`src/rtl/cec_seq_pkg.sv`:
```
// Shared constants of the transmit sequencer: flag bit positions and width.
// Assumes: positions are visible to software and to the bench, so they are fixed.
package cec_seq_pkg;
    localparam int FLAG_N = 6;
    localparam int F_END  = 0;   // last byte sent with acknowledge
    localparam int F_BREQ = 1;   // next byte requested from host
    localparam int F_UDR  = 2;   // host failed to supply a byte in time
    localparam int F_NACK = 3;   // acknowledge missing
    localparam int F_ARB  = 4;   // arbitration lost
    localparam int F_ERR  = 5;   // generic transmit error
    typedef logic [FLAG_N-1:0] flag_vec_t;
endpackage

```
`src/rtl/cec_seq_stage.sv`:
```
// One-entry staging register between the host offer and the bit engine.
// Assumes: the controller never pushes while full and never pushes and pops together.
module cec_seq_stage #(
    parameter int BYTE_W = 8
) (
    input  logic              clk,
    input  logic              rst_n,
    input  logic              push,
    input  logic [BYTE_W-1:0] push_data,
    input  logic              push_last,
    input  logic              pop,
    input  logic              flush,
    output logic              valid,
    output logic [BYTE_W-1:0] data,
    output logic              last
);
    logic              valid_q;
    logic [BYTE_W-1:0] data_q;
    logic              last_q;

    // Holds one pending byte and its final-byte tag until the engine takes it.
    always_ff @(posedge clk) begin
        if (!rst_n) begin
            valid_q <= 1'b0;
            data_q  <= '0;
            last_q  <= 1'b0;
        end else if (flush || pop) begin
            valid_q <= 1'b0;
        end else if (push) begin
            valid_q <= 1'b1;
            data_q  <= push_data;
            last_q  <= push_last;
        end
    end

    assign valid = valid_q;
    assign data  = data_q;
    assign last  = last_q;

    // the single entry is never overwritten
    a_r7_no_overwrite: assert property (@(posedge clk) disable iff (!rst_n)
        push |-> !valid_q);
    // a pop only happens with a staged byte
    a_r3_pop_needs_data: assert property (@(posedge clk) disable iff (!rst_n)
        pop |-> valid_q);
endmodule

```
`src/rtl/cec_seq_ctrl.sv`:
```
// Message controller: launches the header, requests and forwards payload,
// tags the last byte and ends the message on completion or fault.
// Assumes: eng_done is a one-cycle pulse per loaded byte, status valid with it.
module cec_seq_ctrl
    import cec_seq_pkg::*;
#(
    parameter int ADDR_W      = 4,
    parameter int MAX_PAYLOAD = 15,
    localparam int BYTE_W     = 2 * ADDR_W,
    localparam int CNT_W      = $clog2(MAX_PAYLOAD + 1)
) (
    input  logic              clk,
    input  logic              rst_n,
    input  logic [ADDR_W-1:0] init_addr,
    input  logic [ADDR_W-1:0] dst_addr,
    input  logic              cmd_start,
    input  logic              cmd_end,
    input  logic [BYTE_W-1:0] host_data,
    input  logic              host_valid,
    output logic              byte_req,
    output logic              eng_load,
    output logic [BYTE_W-1:0] eng_byte,
    output logic              eng_last,
    input  logic              eng_done,
    input  logic              eng_nack,
    input  logic              eng_arb,
    input  logic              eng_err,
    output logic              busy,
    input  logic              stg_valid,
    input  logic [BYTE_W-1:0] stg_data,
    input  logic              stg_last,
    output logic              stg_push,
    output logic              stg_push_last,
    output logic              stg_pop,
    output logic              stg_flush,
    output flag_vec_t         events
);
    logic              busy_q, req_q, end_armed_q, cur_last_q, load_q;
    logic [BYTE_W-1:0] byte_q;
    logic [CNT_W-1:0]  pay_cnt_q;

    logic end_now, host_last, take_host, launch;
    logic done_v, fault, done_ok, advance, finish, bypass, underrun;
    logic arb_hit, err_hit, nack_hit;
    logic load_now, load_last, req_d, stop;
    logic [BYTE_W-1:0] load_byte;

    // Decodes the command, host and engine inputs into this cycle's actions.
    always_comb begin
        end_now   = end_armed_q || cmd_end;
        host_last = end_now || (pay_cnt_q == CNT_W'(MAX_PAYLOAD - 1));
        take_host = req_q && host_valid;
        launch    = !busy_q && cmd_start;
        done_v    = busy_q && eng_done;
        arb_hit   = done_v && eng_arb;
        err_hit   = done_v && !eng_arb && eng_err;
        nack_hit  = done_v && !eng_arb && !eng_err && eng_nack;
        fault     = arb_hit || err_hit || nack_hit;
        done_ok   = done_v && !fault;
        advance   = done_ok && !cur_last_q;
        finish    = done_ok && cur_last_q;
        bypass    = advance && !stg_valid && take_host;
        underrun  = advance && !stg_valid && !take_host;
        stop      = fault || underrun || finish;
    end

    // Selects the byte handed to the engine and the next request state.
    always_comb begin
        load_now  = 1'b0;
        load_byte = stg_data;
        load_last = stg_last;
        req_d     = req_q;
        if (launch) begin
            load_now  = 1'b1;
            load_byte = {init_addr, dst_addr};
            load_last = end_now;
            req_d     = !end_now;
        end else if (stop) begin
            req_d = 1'b0;
        end else if (advance && stg_valid) begin
            load_now = 1'b1;
            req_d    = !stg_last;
        end else if (bypass) begin
            load_now  = 1'b1;
            load_byte = host_data;
            load_last = host_last;
            req_d     = !host_last;
        end else if (take_host) begin
            req_d = 1'b0;
        end
    end

    assign stg_push      = take_host && !bypass && !stop;
    assign stg_push_last = host_last;
    assign stg_pop       = advance && stg_valid;
    assign stg_flush     = stop;

    // Reports one pulse per event to the flag bank.
    always_comb begin
        events         = '0;
        events[F_END]  = finish;
        events[F_BREQ] = load_now && !load_last;
        events[F_UDR]  = underrun;
        events[F_NACK] = nack_hit;
        events[F_ARB]  = arb_hit;
        events[F_ERR]  = err_hit;
    end

    // Holds message state: activity, request, end arming, payload count, engine byte.
    always_ff @(posedge clk) begin
        if (!rst_n) begin
            busy_q      <= 1'b0;
            req_q       <= 1'b0;
            end_armed_q <= 1'b0;
            cur_last_q  <= 1'b0;
            load_q      <= 1'b0;
            byte_q      <= '0;
            pay_cnt_q   <= '0;
        end else begin
            load_q <= load_now;
            req_q  <= req_d;
            if (load_now) begin
                byte_q     <= load_byte;
                cur_last_q <= load_last;
            end
            if (launch)    busy_q <= 1'b1;
            else if (stop) busy_q <= 1'b0;
            if (launch)         pay_cnt_q <= '0;
            else if (take_host) pay_cnt_q <= pay_cnt_q + 1'b1;
            if (launch || take_host || fault || underrun) end_armed_q <= 1'b0;
            else if (cmd_end)                             end_armed_q <= 1'b1;
        end
    end

    assign busy     = busy_q;
    assign byte_req = req_q;
    assign eng_load = load_q;
    assign eng_byte = byte_q;
    assign eng_last = cur_last_q;

    // a new message always begins with a byte hand-over
    a_r1_header_on_start: assert property (@(posedge clk) disable iff (!rst_n)
        $rose(busy_q) |-> load_q);
    // a request exists only inside a message
    a_r3_req_in_msg: assert property (@(posedge clk) disable iff (!rst_n)
        req_q |-> busy_q);
    // once the final byte is handed over, nothing more is requested
    a_r4_last_no_req: assert property (@(posedge clk) disable iff (!rst_n)
        (load_q && cur_last_q) |-> !req_q);
    // arbitration loss returns to idle with no further byte
    a_r8_arb_idle: assert property (@(posedge clk) disable iff (!rst_n)
        (busy_q && eng_done && eng_arb) |=> (!busy_q && !load_q));
    // underrun stops loading
    a_r6_udr_stops: assert property (@(posedge clk) disable iff (!rst_n)
        underrun |=> (!busy_q && !load_q));
    // no hand-over without an active message
    a_r12_load_busy: assert property (@(posedge clk) disable iff (!rst_n)
        load_q |-> busy_q);
endmodule

```
`src/rtl/cec_seq_flags.sv`:
```
// Sticky event flags with write-one-to-clear and a masked interrupt.
// Assumes: a set pulse beats a clear on the same bit in the same cycle.
module cec_seq_flags
    import cec_seq_pkg::*;
(
    input  logic      clk,
    input  logic      rst_n,
    input  flag_vec_t set,
    input  flag_vec_t clr,
    input  flag_vec_t en,
    output flag_vec_t flags,
    output logic      irq
);
    flag_vec_t flags_q;

    // Accumulates event pulses; clears by write-one unless a new event arrives.
    always_ff @(posedge clk) begin
        if (!rst_n) flags_q <= '0;
        else        flags_q <= (flags_q & ~clr) | set;
    end

    assign flags = flags_q;
    assign irq   = |(flags_q & en);

    // every set pulse is visible the next cycle
    a_r10_set_wins: assert property (@(posedge clk) disable iff (!rst_n)
        (set != '0) |=> ((flags_q & $past(set)) == $past(set)));
    // flags not cleared persist
    a_r10_sticky: assert property (@(posedge clk) disable iff (!rst_n)
        ((flags_q & ~clr) != '0) |=> ((flags_q & $past(flags_q & ~clr)) == $past(flags_q & ~clr)));
endmodule

```
`src/rtl/cec_tx_sequencer.sv`:
```
// Top of the transmit message sequencer: controller, staging register and flags.
// Assumes: the bit engine accepts a byte on eng_load and pulses eng_done once per byte.
module cec_tx_sequencer
    import cec_seq_pkg::*;
#(
    parameter int ADDR_W      = 4,
    parameter int MAX_PAYLOAD = 15,
    localparam int BYTE_W     = 2 * ADDR_W
) (
    input  logic              clk,
    input  logic              rst_n,
    input  logic [ADDR_W-1:0] init_addr,
    input  logic [ADDR_W-1:0] dst_addr,
    input  logic              cmd_start,
    input  logic              cmd_end,
    input  logic [BYTE_W-1:0] host_data,
    input  logic              host_valid,
    output logic              byte_req,
    output logic              eng_load,
    output logic [BYTE_W-1:0] eng_byte,
    output logic              eng_last,
    input  logic              eng_done,
    input  logic              eng_nack,
    input  logic              eng_arb,
    input  logic              eng_err,
    output logic              busy,
    input  logic [FLAG_N-1:0] flag_clr,
    input  logic [FLAG_N-1:0] irq_en,
    output logic [FLAG_N-1:0] flags,
    output logic              irq
);
    logic              stg_valid, stg_last, stg_push, stg_push_last, stg_pop, stg_flush;
    logic [BYTE_W-1:0] stg_data;
    flag_vec_t         events;

    cec_seq_ctrl #(.ADDR_W(ADDR_W), .MAX_PAYLOAD(MAX_PAYLOAD)) u_ctrl (
        .clk(clk), .rst_n(rst_n),
        .init_addr(init_addr), .dst_addr(dst_addr),
        .cmd_start(cmd_start), .cmd_end(cmd_end),
        .host_data(host_data), .host_valid(host_valid), .byte_req(byte_req),
        .eng_load(eng_load), .eng_byte(eng_byte), .eng_last(eng_last),
        .eng_done(eng_done), .eng_nack(eng_nack), .eng_arb(eng_arb), .eng_err(eng_err),
        .busy(busy),
        .stg_valid(stg_valid), .stg_data(stg_data), .stg_last(stg_last),
        .stg_push(stg_push), .stg_push_last(stg_push_last),
        .stg_pop(stg_pop), .stg_flush(stg_flush),
        .events(events)
    );

    cec_seq_stage #(.BYTE_W(BYTE_W)) u_stage (
        .clk(clk), .rst_n(rst_n),
        .push(stg_push), .push_data(host_data), .push_last(stg_push_last),
        .pop(stg_pop), .flush(stg_flush),
        .valid(stg_valid), .data(stg_data), .last(stg_last)
    );

    cec_seq_flags u_flags (
        .clk(clk), .rst_n(rst_n),
        .set(events), .clr(flag_clr), .en(irq_en),
        .flags(flags), .irq(irq)
    );
endmodule

```
`config.mk`:
```
export PLATFORM = sky130hd
export DESIGN_NAME = cec_tx_sequencer
export DESIGN_NICKNAME = d
export VERILOG_FILES = /design/src/rtl/cec_seq_pkg.sv /design/src/rtl/cec_seq_stage.sv /design/src/rtl/cec_seq_ctrl.sv /design/src/rtl/cec_seq_flags.sv /design/src/rtl/cec_tx_sequencer.sv
export SDC_FILE = /design/constraint.sdc
export NUM_CORES = 1
export LEC_CHECK = 0
export ABC_AREA = 1
export BUFFER_PORTS_ARGS = -buffer_cell sky130_fd_sc_hd__buf_2
export CAP_MARGIN = 20
export CORE_ASPECT_RATIO = 0.7
export CORE_MARGIN = 2
export CORE_UTILIZATION = 29
export CTS_CLUSTER_SIZE = 30
export DETAILED_ROUTE_END_ITERATION = 8
export SYNTH_ARGS = -nofsm -noshare
export SYNTH_HDL_FRONTEND = slang
export SYNTH_SLANG_ARGS = --single-unit
```
`constraint.sdc`:
```
create_clock -name clk -period 3.1 [get_ports clk]
set_input_delay 0.31 -clock clk [delete_from_list [all_inputs] [get_ports clk]]
set_output_delay 0.31 -clock clk [all_outputs]
set_load 0.05 [all_outputs]
```
==> impl_metrics.toml, run 1 <==
[grt]
globalRouteOverflowTotal = 0
grt_usage = 0.134
grt_pass1_wl_um = 6280
grt_max_degree = 24
antenna_found_initial = 0
grt_pass1_vias = 1396

[cells_and_area]
area_growth_syn_to_layout_pct = 26.4
utilization = 0.380
design_area_sq_mm = 0.00199
instances_no_fill = 348
final_cell_mix = "55 x buf_2, 37 x inv_1, 33 x dfxtp_1, 32 x nor2_1, 29 x nand2_1"
final_common_cell = "buf_2"
drive_gt1_frac = 0.261
finalNetCount = 314
num_antenna_cells = 0

[cts]
postCtsSetupBuffers = 0
clkSlewWorstSetupHoldPaths_ps = 70
cts_max_path_buffers = 2
clkSinkCount = 33
clkLatencyLatePin_ps = 290
cts_tree = "yes"
post_cts_resized = 0
hold_buffers = 0
htree_levels = 2
root_buffer = "clkbuf_8"
cts_made_buffers = 5

[timing]
rsz0062_at_grt = "no"
fmax_ghz = 0.580
finalSetupViolCount = 0
hold_violations = 0
fin_tns_setup_ps = 0
clock_skew_ps = 6.57
worst_pin_slew_ps = 634
period_share = 0.556
fin_ws_ps = 1380
slew_viol_final = 0
slew-limit-headroom = 0.577
layout_min_cycle_time_ps = 1720
holdWs_ps = 276

[outcome]
status = "finished clean"

[detailed_routing]
ant_nets = 0
vias_per_cell = 4.42
drc = 0
routed-via-count = 1537
drt_iter0_markers = 57
finalWirelength_um = 3790
firstDrtPassIters = 4
wire_per_inst_um = 10.9

[logic_synthesis]
ys_seq_elements = 33
yosys-top-cells-area = "dfxtp_1 42%, inv_1 8.8%, nor2_1 7.6%, a21oi_1 7.0%, nand2_1 6.9%"
yosysTopAreaCell = "dfxtp_1"
ys_types = 27
syn_nets = 258
netlist.area_leader.share = 0.420
netlist_area_sq_mm = 0.00157
yosysSeqAreaShare = 0.420
synthCells = 219
postSynthAreaPerCell_sq_um = 7.18
yosysWarnings = 0

[min_path]
hold_class = "in2reg"

[die]
rows = 22
core-area_sq_mm = 0.00523
initial_core_util = 0.300
fp.dieH_um = 65.6
dieArea_sq_mm = 0.00603
die_w_um = 92.0
ios = 56

[place]
gp_congestion = 0.771
portBuffers = 55
dp.cells = 340
postPlaceCellArea_sq_mm = 0.00190
dp_hpwl_um = 2890
post-place-ws_ps = 1310

[worst_setup_path]
path_class = "reg2reg"
arrival_ps = 1940
path_max_fanout = 21
worstPathRequired_ps = 3320
cp-start-kind = "flip-flop"
cp-end-kind = "flip-flop"

[pwr]
power_leakage_nw = 1.00
p_per_area_mw_per_mm2 = 488
p_int_mw = 0.662
pwr-share-comb = 0.198
seq_power_share = 0.478
power_mw = 0.969
p_sw_mw = 0.307
pwr-share-clk = 0.324
swShare = 0.317
peakVddDrop_uv = 147

[run]
drv_cap = 0
-- final cells by class --
class	instances	area (sq um)
Clock buffer	6	72.6
Clock inverter	2	10.0
Fill cell	605	3240
Multi-Input combinational cell	142	736
Inverter	38	143
Sequential cell	33	661
Tap cell	72	90.1
Timing Repair Buffer	55	275
-- path summary, 6_finish.rpt --
kind                        start                  to  slack (ps)  depth (start not counted)
setup / recovery      u_ctrl.busy  u_ctrl.eng_byte[5]        1380                          6
hold / removal        flag_clr[2]    u_flags.flags[2]         280                          4
setup reg to reg      u_ctrl.busy  u_ctrl.eng_byte[5]        1380                          6
hold reg to reg   u_stage.data[5]     u_stage.data[5]         450                          2
-- cells by family after synthesis --
family	share of synthesized area
AO/OA/AOI/OAI	0.196
flip-flops	0.420
AND/OR/NAND/NOR	0.256
buffers and inverters	0.111
adder cells (fa/ha/maj)	0.0159
-- flip-flops by register name, summed over array words and instances, names as in the netlist --
signal and count:
u_ctrl.eng_load 1, u_stage.valid 1, u_flags.flags 6, u_stage.data 8
u_ctrl.byte_req 1, u_ctrl.eng_last 1, u_ctrl.end_armed_q 1, u_ctrl.pay_cnt_q 4
u_ctrl.eng_byte 8, u_ctrl.busy 1, u_stage.last 1
-- Yosys cell counts --
cell and number:
nor2_4 2, inv_2 1, nand2_1 29, clkbuf_1 3, buf_2 2, a221oi_1 1
o211ai_1 8, nor2_1 32, nor3_1 1, a21oi_1 22, nand3_4 1, dfxtp_1 33
nand3_1 7, o21a_1 1, nor4_1 1, buf_6 1, nor2_2 1, nand3_2 3
or2_0 1, inv_1 37, a211oi_1 2, nand2_2 2, nand4_1 4, nor3b_1 1
ha_1 2, a31oi_1 1, o21ai_0 20
-- power groups by stage --
stage | clock network, mW | registers (mW) | logic [mW]
after floorplan | 0 | 0.525 | 0.0816
after global placement | 0 | 0.473 | 0.191
after detailed placement | 0 | 0.473 | 0.193
after CTS | 0.324 | 0.463 | 0.193
after global routing | 0.342 | 0.466 | 0.212
final | 0.314 | 0.463 | 0.192
-- critical path, cell delays in order (launching register included) --
cell and delay [ps]:
dfxtp_1 390, nor2_1 80, inv_1 470, nand3_2 300
inv_2 220, nor2_1 60, a21oi_1 140
-- routing by layer --
layer | global-route usage | vias to the layer above | part of all wire
li1 | - | 825 | -
met1 | 0.179 | 656 | 0.52
met2 | 0.192 | 49 | 0.37
met3 | 0.0550 | 7 | 0.088
met4 | 0.0504 | 0 | 0.015
met5 | 0 | - | 0
Note: power is estimated with default switching activity, not from simulation.
==> run 2: changes to the inputs <==
==> constraint.sdc (replaced) <==
create_clock -name clk -period 1.4 [get_ports clk]
set_input_delay 0.14 -clock clk [delete_from_list [all_inputs] [get_ports clk]]
set_output_delay 0.14 -clock clk [all_outputs]
set_load 0.05 [all_outputs]
==> run 2 against run 1 <==
  * The run now ends with setup timing left
  * Utilization grew 3.6 points
  * Via count grew 2.0%
  * Combinational power grew to 2.5 times the previous value
  * Register-to-register slack lost 1400 ps
  * Clock skew shrank 1.7 ps
  * Sequential power grew 120%
  * Count of clock-buffer cells in the layout is the same
  * Sequential share of layout area shrank 2.4 points
  * Final cell count grew 4.0%
  * Highest routed layer unchanged
==> impl_metrics.toml, run 2 (same netlist as run 1, synthesis figures left out) <==
[outcome]
status = "finished, violations left"
violations = "setup timing"

[worst_setup_path]
worstPathCellList = "nand2_4 > nor2_4 > nand3_2 > nor2_4 > nand3_4 > buf_12 > o211ai_1 > a21oi_1"
worstReg2RegStart = "u_ctrl.busy"
cp-end-kind = "flip-flop"
arrival_ps = 1630
path_buf_inv = 1
path_max_fanout = 16
crit_path_top_delay_cell = "dfxtp_4"
worst_path_largest_cell_delay_ps = 350
cp-start-kind = "flip-flop"
critPathMostFrequentCell = "nor2_4"
crit_start = "u_ctrl.busy"
crit_family = "simple AND/OR/NAND/NOR gates"
path_class = "reg2reg"
worstPathRequired_ps = 1570

[timing]
layout_min_cycle_time_ps = 1460
slew-limit-headroom = 0.835
finalSetupViolCount = 9
rsz0062_at_grt = "yes"
period_share = 1.04
fin_ws_ps = -56.0
worst_pin_slew_ps = 246
fin_tns_setup_ps = -181
clock_skew_ps = 4.84
fmax_ghz = 0.687
hold_violations = 0
slew_viol_final = 0
holdWs_ps = 97.3

[die]
ios = 56
die_w_um = 92.0
initial_core_util = 0.300
dieArea_sq_mm = 0.00603
fp.dieH_um = 65.6
rows = 22
core-area_sq_mm = 0.00523

[detailed_routing]
routed-via-count = 1568
vias_per_cell = 4.33
finalWirelength_um = 4100
wire_per_inst_um = 11.3
firstDrtPassIters = 4
drt_iter0_markers = 75
ant_nets = 0
drc = 0

[place]
gp_congestion = 0.836
portBuffers = 55
postPlaceCellArea_sq_mm = 0.00204
post-place-ws_ps = -68.2
dp_hpwl_um = 3130
dp.cells = 354

[grt]
grt_pass1_vias = 1355
grt_usage = 0.141
globalRouteOverflowTotal = 0
antenna_found_initial = 0
grt_max_degree = 20
grt_pass1_wl_um = 6550

[cts]
htree_levels = 2
cts_made_buffers = 5
clkLatencyLatePin_ps = 280
clkSinkCount = 33
cts_max_path_buffers = 2
postCtsSetupBuffers = 0
root_buffer = "clkbuf_8"
clkSlewWorstSetupHoldPaths_ps = 70
hold_buffers = 0
cts_tree = "yes"

[cells_and_area]
utilization = 0.416
final_common_cell = "buf_2"
final_cell_mix = "54 x buf_2, 37 x inv_1, 30 x nor2_1, 28 x dfxtp_1, 25 x nand2_1"
multi_input_area_sq_um = 785
nFillCells = 560
drive_gt1_frac = 0.341
instances_no_fill = 362
area_growth_syn_to_layout_pct = 38.5
design_area_sq_mm = 0.00218
finalNetCount = 328
seqCellArea_sq_um = 672
num_antenna_cells = 0

[pwr]
power_leakage_nw = 1.10
swShare = 0.317
pwr-share-clk = 0.314
power_mw = 2.21
seq_power_share = 0.465
peakVddDrop_uv = 440
p_int_mw = 1.51
p_per_area_mw_per_mm2 = 1010
pwr-share-comb = 0.221
p_sw_mw = 0.700

[min_path]
min-delay-start = "flag_clr[0]"
hold_class = "in2reg"

[run]
drv_cap = 0
==> run 2: cell count changes in the layout (fill, tap and decap cells not counted), sizes merged <==
cell	delta
buf	+14
==> run 2: cell type report <==
type                       count  area share
clock buffer                   6      0.0333
clock inverter                 2     0.00460
inverter                      38      0.0667
multi-input combinational    142       0.360
sequential                    33       0.309
tap                           72      0.0414
timing repair buffer          69       0.185
==> run 2: repair_timing <==
item / 4_1_cts / 5_1_grt
cloned: 0 / 0
pin swaps: 0 / 5
setup endpoints to repair: 20 / 23
resized for setup: 9 / 10
==> run 2: final timing paths <==
path / slack [ps] / depth (start not counted) / endpoint
max: -60 / 8 / u_ctrl.eng_byte[6]
min: 100 / 4 / u_flags.flags[0]
max reg2reg: -60 / 8 / u_ctrl.eng_byte[6]
min reg2reg: 460 / 2 / u_stage.last
==> run 2: power by group through the flow <==
stage	Clock [mW]	Sequential (mW)	Combinational [mW]
after floorplan	0	1.16	0.182
after global placement	0	1.05	0.469
after detailed placement	0	1.05	0.470
after CTS	0.713	1.03	0.483
after global routing	0.756	1.03	0.535
final	0.693	1.03	0.487
==> run 2: metal layers <==
metal / global-route usage / wire [um]
met5: 0 / 0
met4: 0.0504 / 45
met3: 0.0436 / 288
met2: 0.188 / 1520
met1: 0.209 / 2240
==> run 2: worst register-to-register path, cell delays in order, from the launching register on <==
cell and delay [ps]:
dfxtp_4 350, nand2_4 50, nor2_4 120, nand3_2 100, nor2_4 150, nand3_4 120
buf_12 170, o211ai_1 200, a21oi_1 90
